## src/rtl/psram_boot_pkg.sv

```systemverilog
package psram_boot_pkg;

    typedef enum logic [2:0] {
        PH_SETTLE = 3'd0,
        PH_SHIFT  = 3'd1,
        PH_GAP    = 3'd2,
        PH_READY  = 3'd3
    } boot_phase_e;

    localparam logic [7:0] OPC_RESET_ARM = 8'h66;
    localparam logic [7:0] OPC_RESET_GO  = 8'h99;

    localparam int unsigned FRAME_BITS = 8;

endpackage

```

## src/rtl/boot_timer.sv

```systemverilog
module boot_timer #(
    parameter int unsigned CNT_W    = 16,
    parameter int unsigned INIT_VAL = 100
) (
    input  logic             clk,
    input  logic             rst_n,
    input  logic             load,
    input  logic [CNT_W-1:0] load_val,
    output logic             zero_o
);

    logic [CNT_W-1:0] cnt_d, cnt_q;

    always_comb begin
        cnt_d = cnt_q;
        if (load) begin
            cnt_d = load_val;
        end else if (cnt_q != '0) begin
            cnt_d = cnt_q - 1'b1;
        end
    end

    always_ff @(posedge clk) begin
        if (!rst_n) begin
            cnt_q <= CNT_W'(INIT_VAL);
        end else begin
            cnt_q <= cnt_d;
        end
    end

    assign zero_o = (cnt_q == '0);

    // A load always replaces the count on the following edge
    AST_TIMER_LOAD_TAKES: assert property (@(posedge clk) disable iff (!rst_n)
        load |=> (cnt_q == $past(load_val)));

endmodule

```

## src/rtl/boot_shifter.sv

```systemverilog
module boot_shifter
    import psram_boot_pkg::*;
#(
    parameter int unsigned HALF_CYCLES = 1
) (
    input  logic       clk,
    input  logic       rst_n,
    input  logic       start,
    input  logic [7:0] byte_i,
    output logic       sck_o,
    output logic       bit_o,
    output logic       active_o,
    output logic       done_o
);

    localparam int unsigned DIV_W  = (HALF_CYCLES > 1) ? $clog2(HALF_CYCLES) : 1;
    localparam int unsigned BCNT_W = $clog2(FRAME_BITS);

    typedef struct packed {
        logic              active;
        logic              sck;
        logic [7:0]        bits;
        logic [BCNT_W-1:0] bcnt;
        logic [DIV_W-1:0]  div;
    } shift_state_t;

    shift_state_t st_d, st_q;
    logic         half_end;
    logic         done_d;

    assign half_end = (st_q.div == DIV_W'(HALF_CYCLES - 1));

    always_comb begin
        st_d   = st_q;
        done_d = 1'b0;
        if (start) begin
            st_d.active = 1'b1;
            st_d.sck    = 1'b0;
            st_d.bits   = byte_i;
            st_d.bcnt   = '0;
            st_d.div    = '0;
        end else if (st_q.active) begin
            if (half_end) begin
                st_d.div = '0;
                if (!st_q.sck) begin
                    st_d.sck = 1'b1;
                end else begin
                    st_d.sck  = 1'b0;
                    st_d.bits = {st_q.bits[6:0], 1'b0};
                    st_d.bcnt = st_q.bcnt + 1'b1;
                    if (st_q.bcnt == BCNT_W'(FRAME_BITS - 1)) begin
                        st_d.active = 1'b0;
                        done_d      = 1'b1;
                    end
                end
            end else begin
                st_d.div = st_q.div + 1'b1;
            end
        end
    end

    always_ff @(posedge clk) begin
        if (!rst_n) begin
            st_q <= '0;
        end else begin
            st_q <= st_d;
        end
    end

    assign sck_o    = st_q.sck;
    assign bit_o    = st_q.active & st_q.bits[7];
    assign active_o = st_q.active;
    assign done_o   = done_d;

    // Data may only move on the falling half; never at the rising edge
    AST_DATA_STEADY_AT_RISE: assert property (@(posedge clk) disable iff (!rst_n)
        $rose(sck_o) |-> $stable(bit_o));

    // The serial clock is idle low whenever no frame is in flight
    AST_SCK_IDLE_LOW: assert property (@(posedge clk) disable iff (!rst_n)
        !active_o |-> !sck_o);

endmodule

```

## src/rtl/psram_boot_seq.sv

```systemverilog
module psram_boot_seq
    import psram_boot_pkg::*;
#(
    parameter int unsigned SETTLE_CYCLES   = 18750,
    parameter int unsigned GAP_CYCLES      = 7,
    parameter int unsigned SCK_HALF_CYCLES = 1
) (
    input  logic       clk,
    input  logic       rst_n,
    output logic       cs_n,
    output logic       sck,
    output logic [3:0] dq_o,
    output logic [3:0] dq_oe,
    output logic       ready,
    output logic       busy
);

    localparam int unsigned TMR_MAX = (SETTLE_CYCLES > GAP_CYCLES) ? SETTLE_CYCLES : GAP_CYCLES;
    localparam int unsigned TMR_W   = $clog2(TMR_MAX + 1);
    localparam int unsigned GCHK_W  = $clog2(GAP_CYCLES + 2) + 1;

    typedef struct packed {
        boot_phase_e ph;
        logic        second;
        logic        cs_n;
        logic        ready;
    } ctl_t;

    ctl_t             ctl_d, ctl_q;
    logic             tmr_load;
    logic [TMR_W-1:0] tmr_val;
    logic             tmr_zero;
    logic             sh_start;
    logic [7:0]       sh_byte;
    logic             sh_sck;
    logic             sh_bit;
    logic             sh_active;
    logic             sh_done;

    boot_timer #(
        .CNT_W    (TMR_W),
        .INIT_VAL (SETTLE_CYCLES)
    ) i_timer (
        .clk      (clk),
        .rst_n    (rst_n),
        .load     (tmr_load),
        .load_val (tmr_val),
        .zero_o   (tmr_zero)
    );

    boot_shifter #(
        .HALF_CYCLES (SCK_HALF_CYCLES)
    ) i_shifter (
        .clk      (clk),
        .rst_n    (rst_n),
        .start    (sh_start),
        .byte_i   (sh_byte),
        .sck_o    (sh_sck),
        .bit_o    (sh_bit),
        .active_o (sh_active),
        .done_o   (sh_done)
    );

    always_comb begin
        ctl_d    = ctl_q;
        tmr_load = 1'b0;
        tmr_val  = TMR_W'(GAP_CYCLES);
        sh_start = 1'b0;
        sh_byte  = OPC_RESET_ARM;
        unique case (ctl_q.ph)
            PH_SETTLE: begin
                if (tmr_zero) begin
                    sh_start     = 1'b1;
                    sh_byte      = OPC_RESET_ARM;
                    ctl_d.cs_n   = 1'b0;
                    ctl_d.second = 1'b0;
                    ctl_d.ph     = PH_SHIFT;
                end
            end
            PH_SHIFT: begin
                if (sh_done) begin
                    ctl_d.cs_n = 1'b1;
                    if (!ctl_q.second) begin
                        tmr_load = 1'b1;
                        ctl_d.ph = PH_GAP;
                    end else begin
                        ctl_d.ready = 1'b1;
                        ctl_d.ph    = PH_READY;
                    end
                end
            end
            PH_GAP: begin
                if (tmr_zero) begin
                    sh_start     = 1'b1;
                    sh_byte      = OPC_RESET_GO;
                    ctl_d.cs_n   = 1'b0;
                    ctl_d.second = 1'b1;
                    ctl_d.ph     = PH_SHIFT;
                end
            end
            PH_READY: begin
                ctl_d = ctl_q;
            end
            default: begin
                ctl_d.ph = PH_SETTLE;
            end
        endcase
    end

    always_ff @(posedge clk) begin
        if (!rst_n) begin
            ctl_q.ph     <= PH_SETTLE;
            ctl_q.second <= 1'b0;
            ctl_q.cs_n   <= 1'b1;
            ctl_q.ready  <= 1'b0;
        end else begin
            ctl_q <= ctl_d;
        end
    end

    always_comb begin
        unique case (ctl_q.ph)
            PH_SETTLE:        dq_oe = 4'b1111;
            PH_SHIFT, PH_GAP: dq_oe = 4'b0001;
            default:          dq_oe = 4'b0000;
        endcase
    end

    assign dq_o  = {3'b000, sh_bit};
    assign cs_n  = ctl_q.cs_n;
    assign sck   = sh_sck;
    assign ready = ctl_q.ready;
    assign busy  = ~ctl_q.ready;

    // Length of the deselect interval, counted for the gap check
    logic [GCHK_W-1:0] gap_cnt_q;
    always_ff @(posedge clk) begin
        if (!rst_n) begin
            gap_cnt_q <= '0;
        end else if (!cs_n) begin
            gap_cnt_q <= '0;
        end else if (gap_cnt_q != '1) begin
            gap_cnt_q <= gap_cnt_q + 1'b1;
        end
    end

    AST_SETTLE_QUIET: assert property (@(posedge clk) disable iff (!rst_n)
        (ctl_q.ph == PH_SETTLE) |-> (!sh_sck && !sh_active && cs_n));

    AST_SCK_INSIDE_FRAME: assert property (@(posedge clk) disable iff (!rst_n)
        sh_sck |-> !cs_n);

    AST_GAP_LONG_ENOUGH: assert property (@(posedge clk) disable iff (!rst_n)
        ($fell(cs_n) && ctl_q.second) |-> (gap_cnt_q >= GCHK_W'(GAP_CYCLES)));

    AST_READY_STAYS: assert property (@(posedge clk) disable iff (!rst_n)
        ready |=> ready);

    AST_READY_PINS_RELEASED: assert property (@(posedge clk) disable iff (!rst_n)
        ready |-> (cs_n && !sh_sck && !sh_active));

    AST_CS_RISES_AFTER_BYTE: assert property (@(posedge clk) disable iff (!rst_n)
        $rose(cs_n) |-> $past(sh_done));

endmodule

```

## config.mk

```make
export PLATFORM = sky130hd
export DESIGN_NAME = psram_boot_seq
export DESIGN_NICKNAME = d
export VERILOG_FILES = /design/src/rtl/psram_boot_pkg.sv /design/src/rtl/boot_timer.sv /design/src/rtl/boot_shifter.sv /design/src/rtl/psram_boot_seq.sv
export SDC_FILE = /design/constraint.sdc
export NUM_CORES = 1
export LEC_CHECK = 0
export ABC_CLOCK_PERIOD_IN_PS = 3000
export CORE_UTILIZATION = 45
export DETAILED_ROUTE_END_ITERATION = 12
export RECOVER_POWER = 25
export SLEW_MARGIN = 5
export SYNTH_ARGS = -nofsm -noshare
export SYNTH_HDL_FRONTEND = slang
export SYNTH_HIERARCHICAL = 1
export SYNTH_SLANG_ARGS = --single-unit
```

## constraint.sdc

```tcl
create_clock -name clk -period 3 [get_ports clk]
set_input_delay 0.6 -clock clk [delete_from_list [all_inputs] [get_ports clk]]
set_output_delay 0.6 -clock clk [all_outputs]
set_load 0.01 [all_outputs]
```

==> After elaboration in Yosys (flattened, before gate mapping) <==
Cells that the tools add are included.
{ "op_classes": {"mux": 32, "eq_ne": 8, "n_bitwise": 5, "addsub": 3, "reduce_logical": 19} }
{ "ops": {"columns": ["op", "n"], "rows": [
  ["15-bit two-way mux", 2],
  ["14-bit two-way mux", 2],
  ["1-bit two-way mux", 16],
  ["8-bit two-way mux", 2],
  ["15-bit zero test", 1],
  ["15-bit nonzero test", 1],
  ["15-bit by 1-bit subtractor with 15-bit output (second input constant)", 1],
  ["13-bit two-way mux", 1],
  ["3-bit case mux with 4 select lines", 1],
  ["3-bit AND reduction", 4],
  ["11-bit two-way mux", 1],
  ["5-bit two-way mux", 2],
  ["2-bit by 1-bit != test with 1-bit output (second input constant)", 4],
  ["4-bit case mux with 2 select lines", 1],
  ["4-bit AND reduction", 2],
  ["2-bit nonzero test", 4],
  ["2-bit OR reduction", 4],
  ["3-bit by 2-bit == test with 1-bit output (second input constant)", 2],
  ["1-bit inverter", 4],
  ["3-bit by 1-bit adder with 3-bit output (second input constant)", 1],
  ["3-bit by 1-bit == test with 1-bit output (second input constant)", 1],
  ["3-bit == test (second input constant)", 1],
  ["3-bit zero test", 1],
  ["3-bit two-way mux", 1],
  ["7 further kinds", 7]
]} }
{ "totals": {"wordCells": 78, "ff_bits": 35} }

==> Logic depth before layout (Yosys ltp) <==
Gate-level depths: netlist of the first run.
{ "depth": {"ltp_word": 9, "mapped_depth": 15, "ltp_nobuf": 13} }

==> Hierarchy <==
Netlist of the first run, hierarchy kept.
{ "modules_own_cells": {"columns": ["mod", "instances", "cells_per_inst", "area_per_inst_um2"], "rows": [
  ["boot_timer", 1, 109, 894.6],
  ["boot_shifter", 1, 59, 554.3],
  ["psram_boot_seq", 1, 33, 261.5]
]} }

==> Worst setup path after synthesis of the first run <==
Ideal clock, no wire load.
{ "synth_path": {"path_type": "reg-to-reg", "startpoint": "reg i_timer.cnt_q[0]", "endpoint": "reg i_timer.cnt_q[8]", "synth_period_minus_slack_ps": 2751, "n_path_buf": 1, "setup_time_ps": 137, "t_required_ps": 2863, "slack_ps": 249, "arrival_ps": 2614, "path_stages_with_launch": 14, "path_cell_list": "dfxtp_1 -> inv_1 -> ha_1 -> or4b_4 -> buf_6 -> nor4_4 -> nand2b_4 -> inv_2 -> nor3b_1 -> nand3b_1 -> nor2_1 -> or3_2 -> mux2i_1 -> a31oi_1"} }
{ "synth_via": {"elab_chain_len": 7, "elab_cells_between_ends": 11, "classes_between": "add/sub: 1; mux: 7; reduce/logical: 3"} }
{ "synth_lines": {"columns": ["element", "line_no", "source"], "rows": [
  ["start, declared", "boot_timer.sv:12", "logic [CNT_W-1:0] cnt_d, cnt_q;"],
  ["start signal, assigned", "boot_timer.sv:25", "cnt_q <= CNT_W'(INIT_VAL);"],
  ["start signal, assigned", "boot_timer.sv:27", "cnt_q <= cnt_d;"],
  ["15-bit zero test *", "boot_timer.sv:31", "assign zero_o = (cnt_q == '0);"],
  ["via tmr_zero", "psram_boot_seq.sv:32", "logic tmr_zero;"],
  ["1-bit two-way mux *", "psram_boot_seq.sv:72, psram_boot_seq.sv:93", null],
  ["1-bit two-way mux *", null, null],
  ["via sh_start", "psram_boot_seq.sv:33", "logic sh_start;"],
  ["1-bit two-way mux *", "boot_shifter.sv:36", "if (start) begin"],
  ["via sh_done", "psram_boot_seq.sv:38", "logic sh_done;"],
  ["1-bit two-way mux *", "psram_boot_seq.sv:81", "if (sh_done) begin"],
  ["1-bit two-way mux *", "psram_boot_seq.sv:70", "unique case (ctl_q.ph)"],
  ["via tmr_load", "psram_boot_seq.sv:30", "logic tmr_load;"],
  ["15-bit two-way mux or 2-bit nonzero test (tied branches)", null, null]
]} }
Mark *: on every way through the listed nets, which the timed path passes. The rest lies on a longest branch. The select of a mux whose other input is x is not followed.
A chain may end at the register's enable or synchronous reset.

==> Final worst setup path of the first run <==
{ "layout_path": {"startpoint": "reg i_timer.cnt_q[0]", "endpoint": "reg i_timer.cnt_q[10]"} }
{ "layout_via": {"elab_chain_len": 7, "elab_cells_between_ends": 9, "classes_between": "add/sub: 1; mux: 5; reduce/logical: 3"} }
{ "layout_lines": {"columns": ["element", "line_no"], "rows": [
  ["15-bit zero test", "boot_timer.sv:31"],
  ["via tmr_zero", "psram_boot_seq.sv:32"],
  ["1-bit two-way mux", "psram_boot_seq.sv:72, psram_boot_seq.sv:93"],
  ["1-bit two-way mux", null],
  ["via sh_start", "psram_boot_seq.sv:33"],
  ["1-bit two-way mux", "boot_shifter.sv:36"],
  ["via sh_done", "psram_boot_seq.sv:38"],
  ["1-bit two-way mux", "psram_boot_seq.sv:81"],
  ["1-bit two-way mux", "psram_boot_seq.sv:70"],
  ["via tmr_load", "psram_boot_seq.sv:30"],
  ["2-bit OR reduction (no source line)", null]
]} }
The timed path passes the listed nets, and every way through them passes these cells.

==> reports/results.ini, run 1 <==
[synth]
synth_top_cells_by_count = dfxtp_1, nand2_1, o21ai_0
synthCells = 201
synth-main-ff-cell = dfxtp_1
synth_top_area_share_pct = 38.6
synth_area_leader_cell = dfxtp_1
synth_edf_count = 0
yosysMostFrequentCell = dfxtp_1
syn_area_mm2 = 0.00171
synth-seq-cells = 33
yosysSeqAreaShare_pct = 38.6
async_flop_share_pct = 0
syn_area_per_cell_um2 = 8.51
yosys-top-cells-area = dfxtp_1, mux2i_1, o21ai_0, nand2_1, a21oi_1
netlist-cell-type-count = 50
ys_warn_count = 6

[cts]
clock-sinks = 33
cts_tree = built
cts_inserted_buffers = 5
cts_buffer_depth = 2
insertion_delay_ns = 0.29
root_buffer = clkbuf_8
cts.reportedPaths.clkPinSlew_ns = 0.07
htreeDepth = 2

[floorplanning]
dieHeight_um = 63.7
rows = 22
die_area_mm2 = 0.00405
start_util_pct = 46.7
io_pins = 14
core_mm2 = 0.00366
fp.dieW_um = 63.7

[detailed_routing]
drt_first_iter_violations = 43
postRouteAntennaNets = 0
vias = 1474
drt_pre_antenna_iters = 4
vias_per_cell = 5.38
routed_wl_mm = 3.47
post_drt_wl_per_cell_um = 12.6
drc = 0

[place]
port_buffers = 10
hpwl_mm = 2.40
routabilityCongestion = 0.814
pre_cts_ws_ns = 0.195

[sta]
max_freq_ghz = 0.354
hold_violations = 0
fin_ws_ns = 0.178
final.min_clock_period_ns = 2.82
finClkSkew_ns = 0.00445
timing.final.max_slew_violations = 0
post-route-period-util_pct = 94.1
rsz0062_at_grt = false
final.setup.tns_ns = 0
setup_viol = 0

[run_status]
status = complete, no violations

[cells_and_area]
num_antenna_cells = 0
fillCellCount = 367
postLayoutCoreUtil_pct = 53.7
layout-drive-gt1-share_pct = 10.6
final_nets = 230
syn2layout_area_growth_pct = 14.9

[worst_hold_path]
hold_depth = 2
holdCritPathClass = reg -> reg

[critical_path]
worstPathArrival_ns = 3.04
worstPathMaxFanout = 6
endpoint_kind = flip-flop
critical_path_class = reg -> reg
reg2regPathDepth = 11
worst_setup_path_start_kind = flip-flop
critPathRequiredTime_ns = 3.22

[job]
drv_cap = 0

[pwr]
p_leak_nw = 0.751
power_density_mw_per_mm2 = 413
ir_drop_mv = 0.225

[global_route]
grt_overflow = 0
grt_pass1_vias = 1377
grt_max_degree = 35
grt_antenna_before_repair = 0
grt_pass1_wl_mm = 6.13
grtUsageTotal_pct = 19.3

==> worst max-delay path, stage by stage (launching register included) <==
cell and delay (ns):
dfxtp_1 0.35, inv_1 0.10, ha_2 0.21, or4b_4 0.52, nor4_4 0.37, nand2b_4 0.09
inv_2 0.10, nor3b_1 0.07, nand3b_1 0.13, nor2_1 0.10, or3_2 0.53, o21ai_0 0.17
==> cell usage in the layout, fill, tap and decap left out, types with 4 or more instances in the layout <==
master	instances
dfxtp_1	33
conb_1	18
nand2_1	17
o21ai_0	15
nor2_1	11
a21oi_1	11
nand3_1	10
inv_1	9
mux2i_1	9
dlygate4sd3_1	9
nor3_1	6
nor4_1	6
buf_4	6
clkbuf_8	5
xnor2_1	5
a31oi_1	4
==> path summary, 6_finish.rpt <==
path / start / endpoint / slack (ns)
worst min register to register: i_shifter/st_q[3]$_SDFFE_PP0P_ / i_shifter/st_q[3]$_SDFFE_PP0P_ / 0.47
worst max-delay path: i_timer/cnt_q[0]$_SDFFE_PN0P_ / i_timer/cnt_q[10]$_SDFFE_PN0P_ / 0.18
worst max register to register: i_timer/cnt_q[0]$_SDFFE_PN0P_ / i_timer/cnt_q[10]$_SDFFE_PN0P_ / 0.18
worst min-delay path: i_shifter/st_q[3]$_SDFFE_PP0P_ / i_shifter/st_q[3]$_SDFFE_PP0P_ / 0.47
==> timing repair <==
| item | CTS | global route |
|---|---|---|
| setup endpoints to repair | 0 | 1 |
| buffers inserted | 0 | 2 |
| gates resized for setup | 0 | 2 |
| hold buffers | 0 | 0 |
==> flip-flops by register name, indices dropped and copies added (netlist names) <==
signal and cells:
cs_n 1, ctl_q 3, i_shifter/active_o 1, i_shifter/sck_o 1
i_shifter/st_q 11, i_timer/cnt_q 15, ready 1
==> area by class of cell <==
cell class / instances / area, um2 / area share (%)
multi-input cells: 159 / 980 / 49.8
flip-flops and latches: 33 / 661 / 33.6
repair buffers: 16 / 145 / 7.38
clock buffers: 6 / 72.6 / 3.69
well taps: 48 / 60.1 / 3.06
inverters: 10 / 37.5 / 1.91
clock inverters: 2 / 10.0 / 0.509
==> report_power, final <==
part	internal [mW]	switching, mW
logic	0.0139	0.0213
registers	0.443	0.00748
clock network	0.161	0.165
==> metrics by stage <==
step / std cells / power (mW) / cell area (um2) / hold WS, ns
after floorplan: 217 / 0.486 / 1770 / 0.440
after global placement: 264 / 0.493 / 1870 / 0.450
after detailed placement: 264 / 0.495 / 1870 / 0.460
after CTS: 272 / 0.818 / 1950 / 0.470
after global routing: 274 / 0.849 / 1970 / 0.485
final: 274 / 0.812 / 1970 / 0.473
==> cell families (layout without fill, tap and decap cells) <==
kind of cell	count (synthesis)	count (layout)	share of synthesized area, %
buffers and inverters	25	34	7.75
AOI/OAI and AO/OA	49	49	17.8
and+or+nand+nor	73	73	24.4
xor gates and xnor gates	7	7	3.58
other	2	18	0.439
muxes	9	9	5.27
DFF	33	33	38.6
adders and majority gates	3	3	2.19
==> per-layer routing <==
layer  track usage [%]  up-vias  share of wire [%]
li1                  -      759                  -
met2              27.5       28                 43
met4              8.81        0                1.8
met3              5.62        8                4.0
met1              26.4      679                 51
met5                 0        -                  0
(Power assumes the default switching activity.)
==> run 2: changes to the inputs <==
--- a/config.mk
+++ b/config.mk
@@ -9,7 +9,7 @@
 export CORE_UTILIZATION = 45
 export DETAILED_ROUTE_END_ITERATION = 12
 export RECOVER_POWER = 25
-export SLEW_MARGIN = 5
+export SLEW_MARGIN = 20
 export SYNTH_ARGS = -nofsm -noshare
 export SYNTH_HDL_FRONTEND = slang
 export SYNTH_HIERARCHICAL = 1
==> results of run 2 <==
The final DEF is identical to that of run 1; final timing and power are the same.
